File: src/rtl/nrr_pkg.sv
// Package: shared types and the step program for the read-retry sequencer.
// Assumes: each operation is at most 16 macro steps long.
package nrr_pkg;

    // Cycle kind codes seen on the request channel
    typedef enum logic [2:0] {
        CK_CMD  = 3'd0,
        CK_ADDR = 3'd1,
        CK_DIN  = 3'd2,
        CK_DOUT = 3'd3,
        CK_WAIT = 3'd4
    } cyc_kind_e;

    // Macro step kinds; each expands into one or more cycles
    typedef enum logic [2:0] {
        MK_CMD,
        MK_REGFIX,
        MK_REGTBL,
        MK_RESET,
        MK_PAGE,
        MK_DONE
    } mac_kind_e;

    typedef struct packed {
        mac_kind_e   kind;
        logic [7:0]  a;       // command byte or register address
        logic [7:0]  b;       // register value for fixed writes
        logic        otp_pg;  // page read targets the OTP layout
    } mac_t;

    localparam logic [7:0] OPC_ENTER  = 8'h36;
    localparam logic [7:0] OPC_COMMIT = 8'h16;
    localparam logic [7:0] OPC_RESET  = 8'hFF;
    localparam logic [7:0] OPC_RD1    = 8'h00;
    localparam logic [7:0] OPC_RD2    = 8'h30;
    localparam logic [7:0] OPC_OTP_A  = 8'h17;
    localparam logic [7:0] OPC_OTP_B  = 8'h04;
    localparam logic [7:0] OPC_OTP_C  = 8'h19;
    localparam logic [7:0] OTP_REG    = 8'h38;
    localparam logic [7:0] OTP_UNLOCK = 8'h52;
    localparam logic [7:0] OTP_LOCK   = 8'h00;

    // Returns the macro step at index stp for the selected operation
    function automatic mac_t prog_step(input logic is_otp, input logic [3:0] stp);
        mac_t m;
        m = '{kind: MK_DONE, a: 8'h00, b: 8'h00, otp_pg: 1'b0};
        if (!is_otp) begin
            case (stp)
                4'd0: m = '{kind: MK_CMD,    a: OPC_ENTER,  b: 8'h00, otp_pg: 1'b0};
                4'd1: m = '{kind: MK_REGTBL, a: 8'h00,      b: 8'h00, otp_pg: 1'b0};
                4'd2: m = '{kind: MK_CMD,    a: OPC_COMMIT, b: 8'h00, otp_pg: 1'b0};
                default: ;
            endcase
        end else begin
            case (stp)
                4'd0:  m = '{kind: MK_RESET,  a: 8'h00,      b: 8'h00,       otp_pg: 1'b0};
                4'd1:  m = '{kind: MK_CMD,    a: OPC_ENTER,  b: 8'h00,       otp_pg: 1'b0};
                4'd2:  m = '{kind: MK_REGFIX, a: OTP_REG,    b: OTP_UNLOCK,  otp_pg: 1'b0};
                4'd3:  m = '{kind: MK_CMD,    a: OPC_COMMIT, b: 8'h00,       otp_pg: 1'b0};
                4'd4:  m = '{kind: MK_CMD,    a: OPC_OTP_A,  b: 8'h00,       otp_pg: 1'b0};
                4'd5:  m = '{kind: MK_CMD,    a: OPC_OTP_B,  b: 8'h00,       otp_pg: 1'b0};
                4'd6:  m = '{kind: MK_CMD,    a: OPC_OTP_C,  b: 8'h00,       otp_pg: 1'b0};
                4'd7:  m = '{kind: MK_PAGE,   a: 8'h00,      b: 8'h00,       otp_pg: 1'b1};
                4'd8:  m = '{kind: MK_RESET,  a: 8'h00,      b: 8'h00,       otp_pg: 1'b0};
                4'd9:  m = '{kind: MK_CMD,    a: OPC_ENTER,  b: 8'h00,       otp_pg: 1'b0};
                4'd10: m = '{kind: MK_REGFIX, a: OTP_REG,    b: OTP_LOCK,    otp_pg: 1'b0};
                4'd11: m = '{kind: MK_CMD,    a: OPC_COMMIT, b: 8'h00,       otp_pg: 1'b0};
                4'd12: m = '{kind: MK_PAGE,   a: 8'h00,      b: 8'h00,       otp_pg: 1'b0};
                default: ;
            endcase
        end
        return m;
    endfunction

endpackage

File: src/rtl/nrr_tbl.sv
// Module: small byte table with one synchronous write port and one
// combinational read port.
// Assumes: DEPTH is small enough for flops; reads of unwritten entries return 0.
module nrr_tbl #(
    parameter int DEPTH = 8,
    parameter int AW    = $clog2(DEPTH)
) (
    input  logic          clk,
    input  logic          rst_n,
    input  logic          we,
    input  logic [AW-1:0] waddr,
    input  logic [7:0]    wdata,
    input  logic [AW-1:0] raddr,
    output logic [7:0]    rdata
);
    logic [7:0] mem [DEPTH];

    // Clear on reset, then store one byte per write strobe
    always_ff @(posedge clk) begin
        if (!rst_n) begin
            for (int i = 0; i < DEPTH; i++) mem[i] <= 8'h00;
        end else if (we) begin
            mem[waddr] <= wdata;
        end
    end

    // Combinational read for the current register index
    assign rdata = mem[raddr];
endmodule

File: src/rtl/nrr_tmo.sv
// Module: acceptance timeout for one pending request.
// Assumes: the count restarts whenever the request is accepted or withdrawn.
module nrr_tmo #(
    parameter int W = 16
) (
    input  logic         clk,
    input  logic         rst_n,
    input  logic         pend,
    input  logic         hit,
    input  logic [W-1:0] limit,
    output logic         expired
);
    logic [W-1:0] cnt;

    // Count edges a request waits without acceptance, saturating at the limit
    always_ff @(posedge clk) begin
        if (!rst_n)             cnt <= '0;
        else if (!pend || hit)  cnt <= '0;
        else if (cnt != limit)  cnt <= cnt + 1'b1;
    end

    // Flag expiry when the wait has reached the limit and still no acceptance
    assign expired = pend && !hit && (cnt == limit);

    // the wait count never passes a limit that is held steady
    assert_cnt_bounded_R9: assert property (@(posedge clk) disable iff (!rst_n)
        (pend && $stable(limit) && cnt <= limit) |=> (cnt <= limit));
endmodule

File: src/rtl/nrr_cycgen.sv
// Module: expands the current macro step and its sub-cycle index into one
// cycle request, and reports when the step ends.
// Assumes: purely combinational; the caller owns all step and index state.
module nrr_cycgen
    import nrr_pkg::*;
#(
    parameter int SUB_W = 10,
    parameter int LEN_W = 10
) (
    input  mac_t             mac,
    input  logic [SUB_W-1:0] sub,
    input  logic             reg_last,
    input  logic             nregs_zero,
    input  logic [7:0]       reg_byte,
    input  logic [7:0]       val_byte,
    input  logic [23:0]      row,
    input  logic [LEN_W-1:0] len,
    output logic             req_valid,
    output cyc_kind_e        req_kind,
    output logic [7:0]       req_byte,
    output logic             req_last,
    output logic             req_skip,
    output logic             reg_wrap
);
    logic [SUB_W-1:0] page_end;

    // Last sub-cycle of a page read: the wait, or the final data-out byte
    assign page_end = SUB_W'(7) + SUB_W'(len);

    // Decode the request for this macro step and sub-cycle
    always_comb begin
        req_valid = 1'b1;
        req_kind  = CK_CMD;
        req_byte  = 8'h00;
        req_last  = 1'b0;
        req_skip  = 1'b0;
        reg_wrap  = 1'b0;
        case (mac.kind)
            MK_CMD: begin
                req_byte = mac.a;
                req_last = 1'b1;
            end
            MK_REGFIX: begin
                req_kind = (sub == SUB_W'(2)) ? CK_DIN : CK_ADDR;
                req_byte = (sub == SUB_W'(2)) ? mac.b : mac.a;
                req_last = (sub == SUB_W'(2));
            end
            MK_REGTBL: begin
                if (nregs_zero) begin
                    req_valid = 1'b0;
                    req_skip  = 1'b1;
                end else begin
                    req_kind = (sub == SUB_W'(2)) ? CK_DIN : CK_ADDR;
                    req_byte = (sub == SUB_W'(2)) ? val_byte : reg_byte;
                    reg_wrap = (sub == SUB_W'(2));
                    req_last = (sub == SUB_W'(2)) && reg_last;
                end
            end
            MK_RESET: begin
                req_kind = (sub == SUB_W'(0)) ? CK_CMD : CK_WAIT;
                req_byte = (sub == SUB_W'(0)) ? OPC_RESET : 8'h00;
                req_last = (sub == SUB_W'(1));
            end
            MK_PAGE: begin
                req_last = (sub == page_end);
                if (sub == SUB_W'(0)) begin
                    req_byte = OPC_RD1;
                end else if (sub <= SUB_W'(2)) begin
                    req_kind = CK_ADDR;
                end else if (sub == SUB_W'(3)) begin
                    req_kind = CK_ADDR;
                    req_byte = row[7:0];
                end else if (sub == SUB_W'(4)) begin
                    req_kind = CK_ADDR;
                    req_byte = row[15:8];
                end else if (sub == SUB_W'(5)) begin
                    req_kind = CK_ADDR;
                    req_byte = row[23:16];
                end else if (sub == SUB_W'(6)) begin
                    req_byte = OPC_RD2;
                end else if (sub == SUB_W'(7)) begin
                    req_kind = CK_WAIT;
                end else begin
                    req_kind = CK_DOUT;
                end
            end
            default: begin
                req_valid = 1'b0;
            end
        endcase
    end
endmodule

File: src/rtl/nrr_seq.sv
// Module: read-retry parameter sequencer top. Accepts a start request,
// walks the macro program of the chosen operation and issues one cycle
// request at a time on a valid/ready channel.
// Assumes: one operation at a time; the downstream driver raises ready on a
// wait-ready request only once the flash reports ready.
module nrr_seq
    import nrr_pkg::*;
#(
    parameter int          REG_DEPTH = 8,
    parameter int          VAL_DEPTH = 64,
    parameter int          MODE_W    = 4,
    parameter int          TMO_W     = 16,
    parameter logic [23:0] OTP_PAGE0 = 24'h00021F,
    parameter int          OTP_LEN0  = 784,
    parameter logic [23:0] OTP_PAGE1 = 24'h000200,
    parameter int          OTP_LEN1  = 528,
    localparam int RA_W    = $clog2(REG_DEPTH),
    localparam int VA_W    = $clog2(VAL_DEPTH),
    localparam int NR_W    = $clog2(REG_DEPTH + 1),
    localparam int LEN_MAX = (OTP_LEN0 > OTP_LEN1) ? OTP_LEN0 : OTP_LEN1,
    localparam int LEN_W   = $clog2(LEN_MAX + 1),
    localparam int SUB_W   = $clog2(LEN_MAX + 9),
    localparam int PW      = MODE_W + NR_W + 2
) (
    input  logic              clk,
    input  logic              rst_n,
    input  logic              start_i,
    input  logic              op_i,
    input  logic [MODE_W-1:0] mode_i,
    input  logic [MODE_W:0]   nmodes_i,
    input  logic [NR_W-1:0]   nregs_i,
    input  logic              otp_sel_i,
    input  logic [TMO_W-1:0]  tmo_limit_i,
    input  logic              tbl_we_i,
    input  logic              tbl_sel_i,
    input  logic [VA_W-1:0]   tbl_addr_i,
    input  logic [7:0]        tbl_data_i,
    output logic              cyc_valid_o,
    input  logic              cyc_ready_i,
    output logic [2:0]        cyc_kind_o,
    output logic [7:0]        cyc_byte_o,
    output logic              busy_o,
    output logic              done_o,
    output logic              err_o
);
    logic             active, op_q, sel_q, done_q, err_q;
    logic [3:0]       stp;
    logic [SUB_W-1:0] sub;
    logic [RA_W-1:0]  ri;
    logic [VA_W-1:0]  base_q;
    logic [NR_W-1:0]  nregs_q;
    mac_t             mac;
    logic [7:0]       reg_byte, val_byte;
    logic [23:0]      cur_row;
    logic [LEN_W-1:0] cur_len;
    logic             req_valid, req_last, req_skip, reg_wrap, reg_last, tmo_exp;
    cyc_kind_e        req_kind;
    logic [7:0]       req_byte;
    logic [PW-1:0]    grp_end, grp_base;
    logic             bad_req;

    // Value group bounds for the requested mode
    assign grp_base = PW'(mode_i) * PW'(nregs_i);
    assign grp_end  = grp_base + PW'(nregs_i);
    assign bad_req  = ({1'b0, mode_i} >= nmodes_i) ||
                      (nregs_i > NR_W'(REG_DEPTH)) ||
                      (grp_end > PW'(VAL_DEPTH));

    // Table write decode: register table takes only in-range addresses
    logic reg_we, val_we;
    assign reg_we = tbl_we_i && !tbl_sel_i && (int'(tbl_addr_i) < REG_DEPTH);
    assign val_we = tbl_we_i &&  tbl_sel_i;

    nrr_tbl #(.DEPTH(REG_DEPTH), .AW(RA_W)) u_regtbl (
        .clk(clk), .rst_n(rst_n), .we(reg_we),
        .waddr(tbl_addr_i[RA_W-1:0]), .wdata(tbl_data_i),
        .raddr(ri), .rdata(reg_byte)
    );

    nrr_tbl #(.DEPTH(VAL_DEPTH), .AW(VA_W)) u_valtbl (
        .clk(clk), .rst_n(rst_n), .we(val_we),
        .waddr(tbl_addr_i), .wdata(tbl_data_i),
        .raddr(base_q + VA_W'(ri)), .rdata(val_byte)
    );

    // Current macro step and the page parameters it needs
    assign mac      = prog_step(op_q, stp);
    assign cur_row  = !mac.otp_pg ? 24'h000000 : (sel_q ? OTP_PAGE1 : OTP_PAGE0);
    assign cur_len  = !mac.otp_pg ? '0 : (sel_q ? LEN_W'(OTP_LEN1) : LEN_W'(OTP_LEN0));
    assign reg_last = (NR_W'(ri) == nregs_q - NR_W'(1));

    nrr_cycgen #(.SUB_W(SUB_W), .LEN_W(LEN_W)) u_cycgen (
        .mac(mac), .sub(sub), .reg_last(reg_last),
        .nregs_zero(nregs_q == '0), .reg_byte(reg_byte), .val_byte(val_byte),
        .row(cur_row), .len(cur_len),
        .req_valid(req_valid), .req_kind(req_kind), .req_byte(req_byte),
        .req_last(req_last), .req_skip(req_skip), .reg_wrap(reg_wrap)
    );

    nrr_tmo #(.W(TMO_W)) u_tmo (
        .clk(clk), .rst_n(rst_n), .pend(cyc_valid_o), .hit(cyc_ready_i),
        .limit(tmo_limit_i), .expired(tmo_exp)
    );

    // Operation control: start, step advance, completion and abort
    always_ff @(posedge clk) begin
        if (!rst_n) begin
            active  <= 1'b0;
            op_q    <= 1'b0;
            sel_q   <= 1'b0;
            done_q  <= 1'b0;
            err_q   <= 1'b0;
            stp     <= '0;
            sub     <= '0;
            ri      <= '0;
            base_q  <= '0;
            nregs_q <= '0;
        end else begin
            done_q <= 1'b0;
            err_q  <= 1'b0;
            if (!active) begin
                if (start_i) begin
                    if (!op_i && bad_req) begin
                        err_q <= 1'b1;
                    end else begin
                        active  <= 1'b1;
                        op_q    <= op_i;
                        sel_q   <= otp_sel_i;
                        stp     <= '0;
                        sub     <= '0;
                        ri      <= '0;
                        base_q  <= grp_base[VA_W-1:0];
                        nregs_q <= nregs_i;
                    end
                end
            end else if (tmo_exp) begin
                active <= 1'b0;
                err_q  <= 1'b1;
            end else if (mac.kind == MK_DONE) begin
                active <= 1'b0;
                done_q <= 1'b1;
            end else if (req_skip) begin
                stp <= stp + 4'd1;
            end else if (cyc_valid_o && cyc_ready_i) begin
                if (req_last) begin
                    stp <= stp + 4'd1;
                    sub <= '0;
                    ri  <= '0;
                end else if (reg_wrap) begin
                    sub <= '0;
                    ri  <= ri + 1'b1;
                end else begin
                    sub <= sub + 1'b1;
                end
            end
        end
    end

    assign cyc_valid_o = active && req_valid;
    assign cyc_kind_o  = req_kind;
    assign cyc_byte_o  = req_byte;
    assign busy_o      = active;
    assign done_o      = done_q;
    assign err_o       = err_q;

    // an unaccepted request holds its content into the next cycle
    assert_req_stable_R8: assert property (@(posedge clk) disable iff (!rst_n)
        (cyc_valid_o && !cyc_ready_i && !tmo_exp) |=>
        (cyc_valid_o && $stable(cyc_kind_o) && $stable(cyc_byte_o)));

    // done is raised only once busy has fallen
    assert_done_idle_R10: assert property (@(posedge clk) disable iff (!rst_n)
        done_o |-> !busy_o);

    // success and error never pulse together
    assert_flags_excl_R9: assert property (@(posedge clk) disable iff (!rst_n)
        $onehot0({done_o, err_o}));

    // requests appear only inside an operation
    assert_valid_busy_R1: assert property (@(posedge clk) disable iff (!rst_n)
        cyc_valid_o |-> busy_o);

    // busy rises only from a start seen while idle
    assert_start_gate_R11: assert property (@(posedge clk) disable iff (!rst_n)
        $rose(busy_o) |-> $past(start_i));

    // an error pulse never coexists with a running operation
    assert_err_idle_R12: assert property (@(posedge clk) disable iff (!rst_n)
        err_o |-> !busy_o);
endmodule

File: config.mk
export PLATFORM = sky130hd
export DESIGN_NAME = nrr_seq
export DESIGN_NICKNAME = d
export VERILOG_FILES = /design/src/rtl/nrr_pkg.sv /design/src/rtl/nrr_tbl.sv /design/src/rtl/nrr_tmo.sv /design/src/rtl/nrr_cycgen.sv /design/src/rtl/nrr_seq.sv
export SDC_FILE = /design/constraint.sdc
export NUM_CORES = 1
export LEC_CHECK = 0
export BUFFER_PORTS_ARGS = -buffer_cell sky130_fd_sc_hd__buf_2
export CAP_MARGIN = 20
export CORE_MARGIN = 8
export CORE_UTILIZATION = 30
export CTS_CLUSTER_SIZE = 24
export DETAILED_ROUTE_END_ITERATION = 8
export GPL_ROUTABILITY_DRIVEN = 0
export PLACE_DENSITY_LB_ADDON = 0.12
export SYNTH_ARGS = -nofsm -noshare
export SYNTH_HDL_FRONTEND = slang
export SYNTH_SLANG_ARGS = --single-unit
File: constraint.sdc
create_clock -name clk -period 5.3 [get_ports clk]
set_input_delay 1.59 -clock clk [delete_from_list [all_inputs] [get_ports clk]]
set_output_delay 1.59 -clock clk [all_outputs]
set_load 0.005 [all_outputs]
==> Word-level counts from Yosys, hierarchy flattened <==
Memory sizes are Yosys's and may differ from the RTL's. A register that Yosys moved wholly into a read port is not among the register bits.
Cells that the tools add are included.
{ "totals": {"register_bits": 48, "ram_bits": 576, "inputBits": 51, "mem_count": 2} }
{ "memory_table": {"columns": ["name", "depth", "width", "read_ports", "rd_ports_with_merged_regs", "wr", "line", "rtl"], "rows": [
  ["u_valtbl.mem", 64, 8, 1, 0, 64, "nrr_tbl.sv:16", "logic [7:0] mem [DEPTH];"],
  ["u_regtbl.mem", 8, 8, 1, 1, 8, "nrr_tbl.sv:16", null]
]} }
{ "classes": {"add_sub_neg": 8, "mul": 1, "n_lt_le_gt_ge": 5, "n_eq_ne": 36, "muxes": 88, "bitwise": 3, "n_reduce_logical": 33} }
{ "op_table": {"columns": ["cell", "count"], "rows": [
  ["$pmux W20 S10", 1],
  ["$mux W10", 11],
  ["$mux W8", 11],
  ["$mux W3", 21],
  ["$pmux W20 S3", 1],
  ["$eq A10 B3 Y1 const B", 4],
  ["$pmux W8 S5", 1],
  ["$mux W4", 8],
  ["$mux W1", 25],
  ["$eq A10 B2 Y1 const B", 2],
  ["$eq A4 B4 Y1 const B", 5],
  ["$mux W20", 1],
  ["$add A16 B1 Y16 const B", 1],
  ["$eq A16 B16 Y1", 1],
  ["$eq A4 B3 Y1 const B", 4],
  ["$ne A16 B16 Y1", 1],
  ["$reduce_or A8 Y1", 2],
  ["$mux W6", 2],
  ["$pmux W3 S4", 1],
  ["$reduce_and A6 Y1", 2],
  ["$add A10 B1 Y10 const B", 1],
  ["$add A3 B10 Y10 const A", 1],
  ["$eq A10 B1 Y1 const B", 1],
  ["$eq A10 B10 Y1", 1],
  ["38 further kinds", 65]
]} }

==> Longest topological paths before layout <==
Gate-level depths: netlist (run 1).
{ "depth": {"ltp_word": 16, "ltp_mapped": 16, "ltp_nobuf": 15} }

==> Modules after synthesis <==
From an unflattened synthesis (run 1), not the netlist that was laid out.
{ "hier_totals": {"cells_unflattened": 2407, "area_unflattened_um2": 31820.5} }
{ "modules_own_cells": {"columns": ["mod", "instances", "cells_per_inst", "area_per_inst_um2"], "rows": [
  ["nrr_tbl at u_valtbl", 1, 1582, 23794.1],
  ["nrr_tbl at u_regtbl", 1, 194, 2980.4],
  ["nrr_seq", 1, 345, 2812.7],
  ["nrr_cycgen", 1, 169, 1182.4],
  ["nrr_tmo", 1, 117, 1051.0]
]} }

==> Worst setup path after synthesis (run 1) <==
No wires, ideal clock.
{ "synth_path": {"kind": "input -> register", "start": "in mode_i[2]", "end": "reg sub[8]", "setup_ps": 72, "t_arrival_ps": 5372, "t_required_ps": 5228, "slack_ps": -144, "cell_stages": 14, "cell_sequence": "nand2_1 > fa_1 > inv_1 > fa_1 > fa_1 > ha_1 > a21oi_1 > nor2_1 > or3_1 > mux2_4 > nor3_4 > nor2_4 > or4_1 > a21oi_1"} }
{ "synth_via": {"elab_chain_len": 7, "word_cells_on_any_way": 9, "cone_classes": "add/sub (1); mul (1); order compare (2); eq/ne (1); reduce/logical (4)"} }
{ "synth_rtl": {"columns": ["item", "line", "rtl"], "rows": [
  ["from (decl)", "nrr_seq.sv:29", "input logic [MODE_W-1:0] mode_i,"],
  ["$mul A4 B4 Y8", "nrr_seq.sv:63", "assign grp_base = PW'(mode_i) * PW'(nregs_i);"],
  ["net grp_base[3]", "nrr_seq.sv:59", "logic [PW-1:0] grp_end, grp_base;"],
  ["$add A8 B4 Y9", "nrr_seq.sv:64", "assign grp_end = grp_base + PW'(nregs_i);"],
  ["$gt A9 B7 Y1", "nrr_seq.sv:67", "(grp_end > PW'(VAL_DEPTH));"],
  ["$logic_or A1 B1 Y1", "nrr_seq.sv:66", "(nregs_i > NR_W'(REG_DEPTH)) ||"],
  ["$logic_and A1 B1 Y1", "nrr_seq.sv:123", "if (!op_i && bad_req) begin"],
  ["$ne A2 B2 Y1 (no source line)", null, null],
  ["$reduce_and A6 Y1 (no source line)", null, null],
  ["to (signal assigned)", "nrr_seq.sv:153", "sub <= sub + 1'b1;"],
  ["to (decl)", "nrr_seq.sv:48", "logic [SUB_W-1:0] sub;"]
]} }
The timed path passes the listed nets, and every way through them passes these cells.
A chain may end at the register's enable or synchronous reset.

==> Worst setup path in the final report (run 1) <==
{ "layout_path": {"start": "reg ri[0]", "end": "out cyc_byte_o[5]"} }
{ "layout_via": {"elab_chain_len": 5} }
{ "layout_rtl": {"columns": ["item", "line", "rtl"], "rows": [
  ["from (decl)", "nrr_seq.sv:49", "logic [RA_W-1:0] ri;"],
  ["from (signal assigned)", "nrr_seq.sv:151", "ri <= ri + 1'b1;"],
  ["$add A6 B3 Y6", "nrr_seq.sv:83", ".raddr(base_q + VA_W'(ri)), .rdata(val_byte)"],
  ["$mem_v2 Z64 W8", null, null],
  ["$mux W8", "nrr_cycgen.sv:54", "req_byte = (sub == SUB_W'(2)) ? val_byte : reg_byte;"],
  ["$mux W8", "nrr_cycgen.sv:49", "if (nregs_zero) begin"],
  ["$pmux W8 S5", "nrr_cycgen.sv:38", "case (mac.kind)"],
  ["to (decl)", "nrr_seq.sv:41", "output logic [7:0] cyc_byte_o,"]
]} }
No other way between the ends.

==> summary.md, run 1 <==
| Metric | Value |
|---|---|
| Area leader, netlist | edfxtp_1 |
| Yosys cell types | just over 60 |
| Hold Vio Cnt, Final | 0 |
| F_max | about 0.17 GHz |
| Top_reg_cell synth | edfxtp_1 |
| MaxCap Viol Count | 0 |
| Vias | 18180 |
| Final nets | approximately 2400 |
| Clk slew on worst S/H paths | ~60 ps |
| Clock power share | between 40% and 50% |
| Setup tns final | -5089 ps |
| Total die area | 112200 µm² |
| FF+latch count, synth | between 600 and 700 |
| Num CTS Buffers | 77 |
| Fillcell total | around 9800 |
| Reg2Reg Setup Slack | just over 2000 ps |
| Slew headroom | a little over a fifth |
| Via count of the first global-routing pass | a little under 20000 |
| Die height | about 330 µm |
| Total gr overflow | 0 |
| Area Growth Syn to Fin | 18.85% |
| Yosys top cell area share | 56.69% |
| Global-route wire length before repair | 131800 µm |
| RSZ-0062 raised after global routing | yes |
| Initial antenna violation count | 2 |
| DRT Pass-1 Iters | 5 |
| Final Max Tran Viols | 0 |
| Syn_area_per_cell | 13.98 µm² |
| Critical path buffers and inverters | 5 |
| Synth Warn # | 0 |
| Clk_skew | around 8.8 ps |
| Dpl ws | -339.1 ps |
| Root Buffer | clkbuf_16 |
| Synthesized instance count | about 2200 |
| Worst-path cell chain | ha_4 > fa_4 > buf_12 > buf_12 > buf_16 > mux4_2 > mux4_2 > mux4_2 > a21oi_2 > buf_4 > o2111ai_2 > buf_2 |
| Bufs on Longest Clock Path | 3 |
| Share of layout cells above drive strength 1 | 23.56% |
| Worst setup slack after layout | -666.4 ps |
| Clock Sink Count | around 630 |
| Sw Share | between 20% and 30% |
| Sequential share of the synthesized area | 60.03% |
| CTS tree | done |
| P_leak | approximately 13 nW |
| Post-detail-place hpwl | 59830 µm |
| Final WL | about 90000 µm |
| Minimum clock period | 5966 ps |
| NetSw | about 3 mW |
| Count leader, synth | and2_1 |
| Post-CTS Hold Buffers | 0 |
| Clk_lat worst skew | 610 ps |
| Logic pwr share | a little under an eighth |
| Total Routing Usage GR | between 10% and 20% |
| Drt drc | 0 |
| IO Pins | 66 |
| Largest net degree at the start of global routing | between 40 and 50 |
| Required time of the critical path | 3710 ps |
| Sequential power share | a little under half |
| Final Setup Violations | 8 |
| Top cells by area, synth | edfxtp_1 57%, mux4_2 14%, and2_1 12%, dfxtp_1 3.3%, nor2_1 1.8% |
| HP Class | reg2reg |
| Syn_nets | 2274 |
| IO Port Bufs | 65 |
| Status | finished, violations left |
| Delay-heaviest family, CP | multiplexers |
| Core area | around 100000 µm² |
| Failing checks | negative setup slack |
| Max stage delay on crit path | around 780 ps |
| Die width | between 300 and 400 µm |
| Mapped Area | 30510 µm² |
| Initial Util | roughly 30% |
| Worst setup path category | reg2out |
| Number of enable flip-flop cells after synthesis | between 500 and 600 |
| Final ANT Viol Nets | 0 |
| Worst-margin pin slew | 1171 ps |
| Most frequent cells after synthesis | 588 x and2_1, 576 x edfxtp_1, 184 x mux4_2 |
| Crit path arrival time | between 4000 and 5000 ps |
| CP most frequent cell | mux4_2 |
| Slowest library cell on the worst path | fa_4 |
| Crit start category | flop |
| Rows | ~120 |
| PD cells | between 300 and 400 nW/µm² |
| Setup crit end kind | output pin |
| Final period util | 112.6% |
| Asr flop ratio synth | 0% |
| Worst IR Drop VDD | about 0.00022 V |
| Internal power | 9.142 mW |
| DR vias/cell | ~4.8 |
| CP max FO | 10 |
| Iter 0 DRT Violations | roughly 1300 |
| DR WL/cell | around 23 µm |
| H-Tree Depth | 3 |
==> sequential cells by signal, indices dropped and copies added (netlist names), 3 cells and up, named ones only <==
signal,cells
stp,4
ri,3
u_regtbl.mem,64
nregs_q,4
sub,10
u_valtbl.mem,512
u_tmo.cnt,16
base_q,6
==> worst paths after layout <==
path | start | endpoint | cells after the start
max | ri[0]$_SDFFE_PN0P_ | cyc_byte_o[5] | 12
min | nregs_q[1]$_SDFFE_PN0P_ | nregs_q[1]$_SDFFE_PN0P_ | 2
max reg2reg | stp[1]$_SDFFE_PN0P_ | sub[8]$_SDFFE_PN0P_ | 11
min reg2reg | nregs_q[1]$_SDFFE_PN0P_ | nregs_q[1]$_SDFFE_PN0P_ | 2
==> metal layers <==
metal  routed length, µm  vias up  track usage, %  share of wire [%]
met4                1421        0           3.209                1.6
met5                   0        -               0                  0
met3                3359      102           2.378                3.8
met2               44600      339           27.26                 50
li1                    -     8392               -                  -
met1               39240     9350           20.76                 44
==> worst register-to-register path, cell delays in order, from the launching register on <==
cell and delay [ps]:
dfxtp_1 410, inv_1 110, ha_1 280, nor2_1 260
o221ai_1 260, a311oi_1 420, nor2b_1 310, nand2_1 220
nand2_1 310, nor2_4 100, or4_1 400, a21oi_1 140
==> timing repair <==
| item | in CTS | in global routing |
|---|---|---|
| pin swaps | 5 | 4 |
| gates resized for setup | 30 | 1 |
| cloned | 5 | 2 |
| endpoints found under the setup margin | 8 | 8 |
| setup buffers | 11 | 0 |
==> layout make-up <==
class,count,area [µm²],share of cell area [%]
clock inverters,44,286.5,0.7901
clock buffers,98,2090,5.762
well taps,1368,1712,4.720
inverters,28,105.1,0.2898
flip-flops and latches,627,18320,50.52
repair buffers,246,2091,5.765
diodes,2,5.005,0.01380
multi-input cells,1376,11650,32.14
==> power groups by stage <==
stage	Combinational [mW]	Clock (mW)	Sequential, mW
4_1_cts	1.43	5.16	5.72
2_1_floorplan	0.763	0	5.77
5_1_grt	1.51	5.35	5.75
6_report	1.41	5.01	5.72
3_5_place_dp	1.36	0	5.82
3_3_place_gp	1.36	0	5.82
==> cells in the final DEF, fill, tap and decap left out, types with 28 or more instances in the layout <==
cell type	count
and2_1	588
edfxtp_1	576
mux4_2	184
buf_4	150
nor2_1	149
o21ai_0	89
clkbuf_16	82
buf_2	65
nand2_1	53
dfxtp_1	49
xor2_1	34
a21oi_1	32
ha_1	32
inv_1	28
==> logic make-up (layout without fill, tap and decap cells) <==
kind of cell | count (synthesis) | count (layout) | share of synthesized area (%)
flops | 627 | 627 | 60.03
other cells | 0 | 2 | 0
compound gates | 189 | 189 | 3.670
buf+inv | 180 | 416 | 2.222
xor+xnor | 48 | 48 | 1.378
mux | 201 | 201 | 14.16
fa+ha+maj | 40 | 40 | 1.788
simple gates | 898 | 898 | 16.75
==> through the flow <==
step | instance area (µm²) | hold WS [ps] | instances | total power [mW] | utilization [%]
floorplan | 30550 | 448.8 | 2183 | 6.537 | -
global placement | 33460 | 474.5 | 3626 | 7.177 | 33.03
detailed placement | 33500 | 472.9 | 3628 | 7.189 | 33.07
CTS | 36200 | 481.1 | 3785 | 12.31 | 35.74
global route | 36260 | 511.9 | 3787 | 12.60 | 35.79
finish | 36260 | 480.9 | 3789 | 12.14 | 35.80
Power figures use the tool's default switching activity.
==> run 2: changes to the inputs <==
--- a/config.mk
+++ b/config.mk
@@ -7,6 +7,7 @@
 export LEC_CHECK = 0
 export BUFFER_PORTS_ARGS = -buffer_cell sky130_fd_sc_hd__buf_2
 export CAP_MARGIN = 20
+export CORE_ASPECT_RATIO = 1.2
 export CORE_MARGIN = 8
 export CORE_UTILIZATION = 30
 export CTS_CLUSTER_SIZE = 24
@@ -15,4 +16,5 @@
 export PLACE_DENSITY_LB_ADDON = 0.12
 export SYNTH_ARGS = -nofsm -noshare
 export SYNTH_HDL_FRONTEND = slang
+export SYNTH_HIERARCHICAL = 1
 export SYNTH_SLANG_ARGS = --single-unit
==> run 2 against run 1 <==
  * The run still ends with negative setup slack left
  * Critical path depth is 2 higher
  * Global-route usage hardly changed
  * Cell area is 4.7% higher
  * Total power is 3.5% higher
==> summary.md, run 2 <==
| Metric | Value |
|---|---|
| P_leak | 12.92 nW (+2.7%) |
| Iter 0 DRT Violations | 1274 (-3.2%) |
| Fillcell total | 10180 (+4.4%) |
| Total Power Consumption | 12.57 mW (+3.5%) |
| Required time of the critical path | 3710 ps (about the same) |
| Worst setup path category | reg2out |
| Delay-heaviest family, CP | compound AO/OA/AOI/OAI gates |
| Synthesized instance count | 2407 (+10%) |
| Total gr overflow | 0 (unchanged) |
| Failing checks | negative setup slack |
| Most frequent cells in the layout | 576 x edfxtp_1, 528 x and2_1, 179 x buf_4, 120 x nor2_1, 118 x mux4_2 |
| Final WL | 93190 µm (+5.2%) |
| CP max FO | 10 (unchanged) |
| Largest net degree at the start of global routing | 65 (+33%) |
| Syn_area_per_cell | 13.22 µm² (-5.4%) |
| Clk_lat worst skew | 620 ps (about the same) |
| Cell area after layout | 37960 µm² (+4.7%) |
| Num CTS Buffers | 73 (-5.2%) |
| Final Setup Violations | 8 (unchanged) |
| H-Tree Depth | 3 (unchanged) |
| Dpl ws | -290.0 ps (+49.04 ps) |
| Number of enable flip-flop cells after synthesis | 576 (unchanged) |
| RSZ-0062 raised after global routing | yes |
| DR vias/cell | 4.954 (+3.2%) |
| Post-detail-place hpwl | 64370 µm (+7.6%) |
| Area leader, netlist | edfxtp_1 |
| Yosys top cell area share | 54.36% (-2.3 points) |
| Area Growth Syn to Fin | 19.29% |
| Core area | 105700 µm² (+4.4%) |
| Final period util | 106.3% (-6.3 points) |
| Placed inst area | 34940 µm² (+4.3%) |
| Vias | 20250 (+11%) |
| Clk slew on worst S/H paths | 60 ps (about the same) |
| CTS tree | done |
| Global-route wire length before repair | 139700 µm (+5.9%) |
| Slowest library cell on the worst path | fa_2 |
| Via count of the first global-routing pass | 21380 (+11%) |
| Root Buffer | clkbuf_16 |
| Critical path buffers and inverters | 5 (unchanged) |
| Initial antenna violation count | 2 (unchanged) |
| Initial Util | 30.10% (about the same) |
| Top Registers | u_valtbl/mem (512), u_regtbl/mem (64), u_tmo/cnt (16) |
| Status | finished, violations left |
| Total die area | 116800 µm² (+4.1%) |
| Top_reg_cell synth | edfxtp_1 |
| Crit start category | flop |
| Final Max Tran Viols | 0 (unchanged) |
| Rows | 131 (+12%) |
| Bufs on Longest Clock Path | 3 (unchanged) |
| Asr flop ratio synth | 0% (unchanged) |
| Max reg flops | 512 (unchanged) |
| Crit path arrival time | 4050 ps (-330 ps) |
| Final nets | 2725 (+11%) |
| Sequential share of the synthesized area | 57.38% (-2.7 points) |
| Share of layout cells above drive strength 1 | 22.61% (-0.95 points) |
| Total Routing Usage GR | 15.67% (about the same) |
| Worst IR Drop VDD | 0.0002288 V (+5.5%) |
| Most frequent cells after synthesis | 576 x edfxtp_1, 528 x and2_1, 121 x nor2_1 |
| Worst hold slack | 503.3 ps (+22.35 ps) |
| Setup crit end kind | output pin |
| DR WL/cell | 22.80 µm (-2.5%) |
| FF+latch count, synth | 624 (-0.48%) |
| Clock Sink Count | 624 (-0.48%) |
| Top cells by area, synth | edfxtp_1 54%, and2_1 10%, mux4_2 8.2%, dfxtp_1 3.0%, mux4_1 2.1% |
| Commonest non-fill, non-tap cell in the layout | edfxtp_1 |
| DRT Pass-1 Iters | 7 (+2) |
| MaxCap Viol Count | 0 (unchanged) |
| Drt drc | 0 (unchanged) |
| Top reg by flops | u_valtbl/mem |
| Yosys cell types | 97 (+59%) |
| Synth Warn # | 6 (+6) |
| IO Pins | 66 (unchanged) |
| Die height | 372.8 µm (+11%) |
| IO Port Bufs | 65 (unchanged) |
| HP Class | reg2reg |
| Final ANT Viol Nets | 0 (unchanged) |
| F_max | 0.1775 GHz (+5.9%) |
| Count leader, synth | edfxtp_1 |
| Hold Vio Cnt, Final | 0 (unchanged) |
| Die width | 313.3 µm (-6.5%) |
| Minimum clock period | 5635 ps (-331.3 ps) |
| Worst setup slack after layout | -335.1 ps (+331.3 ps) |
| Post-CTS Hold Buffers | 0 (unchanged) |
| Worst-path cell chain | ha_4 > inv_2 > fa_2 > inv_6 > buf_16 > buf_12 > mux4_2 > a2111oi_4 > nor3_2 > a22o_4 > a22o_1 > a221oi_2 > o211ai_1 > buf_2 |
| Max stage delay on crit path | 580 ps (-200 ps) |
| Mapped Area | 31820 µm² (+4.3%) |
| Worst-margin pin slew | 1007 ps (-163.8 ps) |
| Slew headroom | 32.72% (+11 points) |
| PD cells | 331.1 nW/µm² (-1.1%) |
| Clk_skew | 11.95 ps (+3.159 ps) |
==> run 2: final timing paths <==
check                             start                         end  slack (ps)  cells after the start
max                  ri[0]$_SDFFE_PN0P_               cyc_byte_o[5]        -340                     14
min          u_tmo/cnt[15]$_SDFFE_PP0P_  u_tmo/cnt[15]$_SDFFE_PP0P_         500                      2
max reg2reg         stp[0]$_SDFFE_PN0P_         sub[9]$_SDFFE_PN0P_         990                     16
min reg2reg  u_tmo/cnt[15]$_SDFFE_PP0P_  u_tmo/cnt[15]$_SDFFE_PP0P_         500                      2
==> run 2: cells by family (layout without fill, tap and decap cells) <==
kind of cell	after synthesis	count (layout)	synth area share, %
adders and majority gates	38	38	1.636
buffers and inverters	215	439	3.236
xor gates and xnor gates	38	38	1.191
DFF	624	624	57.38
other	1	61	0.01178
AOI/OAI and AO/OA	330	330	6.999
and+or+nand+nor	980	980	17.96
muxes	181	181	11.59
==> run 2: power by group <==
part           switching [mW]  internal, mW  leakage (nW)
clock                    2.08          3.04          1.17
combinational            1.00         0.748          5.89
sequential             0.0860          5.61          5.86
==> run 2: through the flow <==
step                util (%)  setup TNS, ps  std cells
CTS                    35.75          -2920       4082
global route           35.90          -4040       4085
global placement       33.04          -1908       3942
finish                 35.90          -2457       4087
floorplan                  -              0       2465
detailed placement     33.05          -3728       3944
==> run 2: cell type report <==
cell class	instances	area (µm²)	area share, %
flip-flops and latches	624	18260	48.11
multi-input cells	1626	13130	34.59
repair buffers	271	2236	5.890
clock buffers	87	1879	4.951
well taps	1396	1747	4.602
clock inverters	41	543.0	1.431
inverters	40	155.1	0.4087
diodes	2	5.005	0.01319
==> run 2: layer usage <==
layer	vias to the layer above	track usage, %	wire length, µm
met3	104	2.190	3294
li1	9450	-	-
met1	10340	19.31	39490
met4	0	3.902	1911
met2	353	28.62	48490
met5	-	0	0
==> run 2: repair_timing <==
| action | CTS | global route |
|---|---|---|
| endpoints found under the hold margin | 0 | 0 |
| resized for setup | 64 | 26 |
| gates cloned | 4 | 1 |
| setup endpoints to repair | 9 | 10 |
| buffers inserted | 6 | 3 |
| pin swaps | 6 | 9 |
==> run 2: worst reg2reg max path: stages (launching register included) <==
cell	delay, ps
dfxtp_1	390
inv_1	110
ha_1	290
or3_1	460
o21ai_2	150
a21boi_2	260
or3b_4	490
nor4b_1	270
a32oi_1	150
a31oi_1	190
nand4_1	130
o21ai_1	270
nor2b_1	170
nor2b_1	190
nor2_1	310
or3_1	290
a21oi_1	60
